File: src/rtl/int_alu_pkg.sv
package int_alu_pkg;
  typedef enum logic [4:0] {
    OP_ADD  = 5'd0,
    OP_ADDU = 5'd1,
    OP_SUB  = 5'd2,
    OP_SUBU = 5'd3,
    OP_AND  = 5'd4,
    OP_OR   = 5'd5,
    OP_XOR  = 5'd6,
    OP_NOR  = 5'd7,
    OP_SLL  = 5'd8,
    OP_SRL  = 5'd9,
    OP_SRA  = 5'd10,
    OP_SLLV = 5'd11,
    OP_SRLV = 5'd12,
    OP_SRAV = 5'd13,
    OP_SLT  = 5'd14,
    OP_SLTU = 5'd15,
    OP_LUI  = 5'd16
  } alu_op_e;
endpackage

File: src/rtl/alu_addsub.sv
// Shared adder: add, subtract and the two magnitude compares.
module alu_addsub #(
  parameter int WIDTH = 32
) (
  input  logic [WIDTH-1:0] a_i,
  input  logic [WIDTH-1:0] b_i,
  input  logic             sub_i,
  output logic [WIDTH-1:0] sum_o,
  output logic             ovf_o,
  output logic             lt_signed_o,
  output logic             lt_unsigned_o
);
  localparam int MSB = WIDTH - 1;

  logic [WIDTH-1:0] b_eff;
  logic [WIDTH:0]   full;

  always_comb begin
    b_eff = sub_i ? ~b_i : b_i;
    full  = {1'b0, a_i} + {1'b0, b_eff} + {{WIDTH{1'b0}}, sub_i};
  end

  assign sum_o         = full[MSB:0];
  // operands agree in sign, sum disagrees
  assign ovf_o         = (a_i[MSB] == b_eff[MSB]) && (full[MSB] != a_i[MSB]);
  assign lt_signed_o   = full[MSB] ^ ovf_o;
  assign lt_unsigned_o = ~full[WIDTH];
endmodule

File: src/rtl/alu_logic.sv
module alu_logic #(
  parameter int WIDTH = 32
) (
  input  logic [WIDTH-1:0] a_i,
  input  logic [WIDTH-1:0] b_i,
  input  logic [1:0]       sel_i,   // 0 and, 1 or, 2 xor, 3 nor
  output logic [WIDTH-1:0] res_o
);
  always_comb begin
    unique case (sel_i)
      2'd0:    res_o = a_i & b_i;
      2'd1:    res_o = a_i | b_i;
      2'd2:    res_o = a_i ^ b_i;
      default: res_o = ~(a_i | b_i);
    endcase
  end
endmodule

File: src/rtl/alu_shift.sv
// Right barrel shifter; left shifts reuse it through bit reversal.
module alu_shift #(
  parameter int WIDTH = 32,
  localparam int SHW = $clog2(WIDTH)
) (
  input  logic [WIDTH-1:0] val_i,
  input  logic [SHW-1:0]   amt_i,
  input  logic             left_i,
  input  logic             arith_i,
  output logic [WIDTH-1:0] res_o
);
  logic [WIDTH-1:0] val_rev;
  logic [WIDTH-1:0] stage [SHW+1];
  logic [WIDTH-1:0] out_rev;
  logic             fill;

  assign fill = arith_i & ~left_i & val_i[WIDTH-1];

  for (genvar i = 0; i < WIDTH; i++) begin : g_rev
    assign val_rev[i] = val_i[WIDTH-1-i];
    assign out_rev[i] = stage[SHW][WIDTH-1-i];
  end

  assign stage[0] = left_i ? val_rev : val_i;

  for (genvar k = 0; k < SHW; k++) begin : g_stage
    localparam int STEP = 1 << k;
    assign stage[k+1] = amt_i[k]
                        ? {{STEP{fill}}, stage[k][WIDTH-1:STEP]}
                        : stage[k];
  end

  assign res_o = left_i ? out_rev : stage[SHW];
endmodule

File: src/rtl/int_exec_alu.sv
module int_exec_alu
  import int_alu_pkg::*;
#(
  parameter int WIDTH = 32,
  localparam int SHW  = $clog2(WIDTH),
  localparam int HALF = WIDTH / 2
) (
  input  logic [WIDTH-1:0] a_i,
  input  logic [WIDTH-1:0] b_i,
  input  logic [SHW-1:0]   shamt_i,
  input  logic [4:0]       op_i,
  output logic [WIDTH-1:0] result_o,
  output logic             ovf_o
);
  alu_op_e op;
  assign op = alu_op_e'(op_i);

  // adder control
  logic             do_sub;
  logic [WIDTH-1:0] sum;
  logic             add_ovf, lt_s, lt_u;

  assign do_sub = (op == OP_SUB) || (op == OP_SUBU) ||
                  (op == OP_SLT) || (op == OP_SLTU);

  alu_addsub #(.WIDTH(WIDTH)) u_addsub (
    .a_i           (a_i),
    .b_i           (b_i),
    .sub_i         (do_sub),
    .sum_o         (sum),
    .ovf_o         (add_ovf),
    .lt_signed_o   (lt_s),
    .lt_unsigned_o (lt_u)
  );

  logic [WIDTH-1:0] logic_res;
  alu_logic #(.WIDTH(WIDTH)) u_logic (
    .a_i   (a_i),
    .b_i   (b_i),
    .sel_i (op_i[1:0]),
    .res_o (logic_res)
  );

  // shifter control: variable shifts take the count from B
  logic             sh_var, sh_left, sh_arith;
  logic [SHW-1:0]   sh_amt;
  logic [WIDTH-1:0] shift_res;

  assign sh_var   = (op == OP_SLLV) || (op == OP_SRLV) || (op == OP_SRAV);
  assign sh_left  = (op == OP_SLL)  || (op == OP_SLLV);
  assign sh_arith = (op == OP_SRA)  || (op == OP_SRAV);
  assign sh_amt   = sh_var ? b_i[SHW-1:0] : shamt_i;

  alu_shift #(.WIDTH(WIDTH)) u_shift (
    .val_i   (a_i),
    .amt_i   (sh_amt),
    .left_i  (sh_left),
    .arith_i (sh_arith),
    .res_o   (shift_res)
  );

  always_comb begin
    result_o = '0;
    case (op)
      OP_ADD, OP_ADDU, OP_SUB, OP_SUBU:       result_o = sum;
      OP_AND, OP_OR, OP_XOR, OP_NOR:          result_o = logic_res;
      OP_SLL, OP_SRL, OP_SRA,
      OP_SLLV, OP_SRLV, OP_SRAV:              result_o = shift_res;
      OP_SLT:  result_o = {{(WIDTH-1){1'b0}}, lt_s};
      OP_SLTU: result_o = {{(WIDTH-1){1'b0}}, lt_u};
      OP_LUI:  result_o = {b_i[HALF-1:0], {(WIDTH-HALF){1'b0}}};
      default: result_o = '0;
    endcase
  end

  // only the trapping forms report overflow; the result is driven regardless
  assign ovf_o = add_ovf && ((op == OP_ADD) || (op == OP_SUB));
endmodule

File: config.mk
export PLATFORM = sky130hd
export DESIGN_NAME = int_exec_alu
export DESIGN_NICKNAME = d
export VERILOG_FILES = /design/src/rtl/int_alu_pkg.sv /design/src/rtl/alu_addsub.sv /design/src/rtl/alu_logic.sv /design/src/rtl/alu_shift.sv /design/src/rtl/int_exec_alu.sv
export SDC_FILE = /design/constraint.sdc
export NUM_CORES = 1
export LEC_CHECK = 0
export ABC_AREA = 1
export BUFFER_PORTS_ARGS = -buffer_cell sky130_fd_sc_hd__buf_2
export CORE_UTILIZATION = 66
export DETAILED_ROUTE_END_ITERATION = 8
export PLACE_DENSITY = 0.88
export SLEW_MARGIN = 20
export SYNTH_ARGS = -nofsm -noshare
export SYNTH_HDL_FRONTEND = slang
export SYNTH_SLANG_ARGS = --single-unit
File: constraint.sdc
create_clock -name vclk -period 6.7
set_input_delay 1.34 -clock vclk [all_inputs]
set_output_delay 1.34 -clock vclk [all_outputs]
set_load 0.005 [all_outputs]
==> impl_summary.log <==
INFO  metric outcome = finished with violations
INFO  metric violations = DRC
INFO  metric hpwlAfterDp = 25.2 mm
INFO  metric via_count = 10,591
INFO  metric worst_path_arrival = 4.96 ns
INFO  metric timing.critical_path.mode_cell = nand2_1
INFO  metric setup.worst_path.end_class = primary output
INFO  metric syn_avg_cell_area = 5.22 µm²
INFO  metric max_clock_freq = 159 MHz
INFO  metric synthesis.yosys.warnings = 0
INFO  metric synth.lib_cells_used.distinct = 44
INFO  metric cp_num_buf_inv = 5
INFO  metric timing_max_transition_violations_final = 0
INFO  metric tightest_slew = 1.08 ns
INFO  metric drt-pass1-iter-count = 9
INFO  metric layout.clock_buffers = 0
INFO  metric critPathRequiredTime = 5.36 ns
INFO  metric slowest_stage = o21ai_0
INFO  metric num-fill-cells = 1,052
INFO  metric syn-cell-area = 0.00729 mm²
INFO  metric maxSlewHeadroom = 27.3%
INFO  metric critical_path.cell_chain = buf_2 -> inv_2 -> nand3_1 -> nand2_1 -> nand2_2 -> buf_4 -> xor2_1 -> ha_1 -> a21oi_1 -> a21boi_0 -> o21ai_0 -> o21bai_1 -> nand2_1 -> nand2_1 -> o21ai_0 -> nand3_1 -> inv_1 -> nand2_1 -> buf_2
INFO  metric post_cts.repair.setup_buffers = 0
INFO  metric route.antenna.remaining_nets = 0
INFO  metric grt_setup_unrepaired = false
INFO  metric timing.hold.ws = 3.04 ns
INFO  metric setup_ws = 0.403 ns
INFO  metric worst-path-max-fanout = 13
INFO  metric die-area = 0.0115 mm²
INFO  metric pin_count_of_the_biggest_net_entering_global_routing = 44
INFO  metric cell_family_with_the_largest_share_of_critical_path_delay = compound AO/OA/AOI/OAI gates
INFO  metric placeableCoreArea = 0.0108 mm²
INFO  metric numPortBuffers = 107
INFO  metric dpl_worst_slack = 0.592 ns
INFO  metric min_period = 6.30 ns
INFO  metric initial_core_util = 67.5%
INFO  metric commonest_cells_after_routing_fill_and_taps_aside = 419 x nand2_1, 297 x nand3_1, 138 x inv_1, 107 x buf_2, 95 x ha_1
INFO  metric ioPinCount = 107
INFO  metric die_x = 107 µm
INFO  metric grt_overflow = 0
INFO  metric post_synth_inst_count = 1,395
INFO  metric wl_per_cell = 20.5 µm
INFO  metric period_share = 94.0%
INFO  metric setup_total_negative_slack = 0 ns
INFO  metric final-setup-viol-count = 0
INFO  metric avgViaCountPerCell = 6.65
INFO  metric cts.repair.resized = 0
INFO  metric synth_sequential_area_ratio = 0%
INFO  metric hold_path_class = primary input to primary output
INFO  metric post_cts_hold_buffer_count = 0
INFO  metric residual_drc = 10
INFO  metric gp_congestion = 1.16
INFO  metric criticalPathCategory = primary input to primary output
INFO  metric grt_first_pass_wirelength = 49.5 mm
INFO  metric detail_route.iter0.violations = 1,808
INFO  metric regArea = 0 µm²
INFO  metric grtUsageTotal = 56.8%
INFO  metric nets = 1,624
INFO  metric maximum_capacitance_violations = 0
INFO  metric postSynthNetCount = 1,565
INFO  metric areaGrowthSynthToFinish = 7.35%
INFO  metric first_global_vias = 9,338
INFO  metric routed_wl = 32.7 mm
INFO  metric footprint_of_the_multi_input_gates = 0.00643 mm²
INFO  metric final_layout_size_suffix_gt1_share = 10.7%
INFO  metric die_h = 107 µm
INFO  metric placement_rows = 38
INFO  metric timing.final.hold_violations = 0
INFO  metric design.seq.count = 0
INFO  metric max_stage_delay = 0.53 ns
INFO  metric worstSetupStartpointType = primary input
INFO  metric layout_commonest_cell = nand2_1
INFO  metric antenna_violations_before_repair = 1
-- kinds of logic (layout without fill, tap and decap cells) --
kind of cell | count (synthesis) | count (layout) | share of synthesized area [%]
AND/OR/NAND/NOR | 818 | 818 | 48.8
AO/OA/AOI/OAI | 233 | 233 | 18.7
buffers and inverters | 216 | 273 | 12.0
adder cells (fa/ha/maj) | 96 | 96 | 16.6
XOR/XNOR | 32 | 32 | 3.85
other | 0 | 1 | 0
-- area by class of cell --
cell class / count / area share, %
Tap cell: 140 / 2.24
Inverter: 150 / 7.20
Timing Repair Buffer: 123 / 8.38
Multi-Input combinational cell: 1179 / 82.2
Antenna cell: 1 / 0.0320
-- worst paths after layout --
path	end	start	cells past startpoint	slack [ns]
max	result_o[21]	op_i[4]	19	0.40
min	result_o[26]	b_i[10]	4	3.04
-- stage by stage --
step / instances / utilization [%] / instance area [µm²]
floorplan: 1395 / - / 7290
global placement: 1592 / 72.5 / 7820
detailed placement: 1592 / 72.5 / 7820
CTS: 1592 / 72.5 / 7820
global route: 1592 / 72.5 / 7820
finish: 1593 / 72.5 / 7820
-- synthesized netlist by cell type, drive strengths merged --
master,instances,share of area [%]
a31oi,6,0.52
clkbuf,31,1.6
o2111ai,15,1.8
buf,35,2.7
nand3,299,21
a221oi,17,2.0
o21a,3,0.31
o211ai,2,0.21
nand2,428,22
o22ai,2,0.17
xnor2,1,0.12
a211oi,1,0.10
a22oi,7,0.72
and3,1,0.086
ha,95,16
nor2,67,3.6
o21bai,3,0.31
or2,4,0.34
fa,1,0.27
inv,148,7.6
a21o,2,0.21
a21oi,68,4.7
a21boi,2,0.21
o21ai,103,7.2
clkinv,2,0.10
xor2,31,3.7
o221ai,2,0.24
nor3,9,0.62
nand3b,2,0.21
nand4,8,0.77
-- layer usage --
metal	global-route usage, %	share of wire, %
met3	24.5	17
met5	0	0
met2	83.1	39
met4	43.1	10
met1	64.8	34
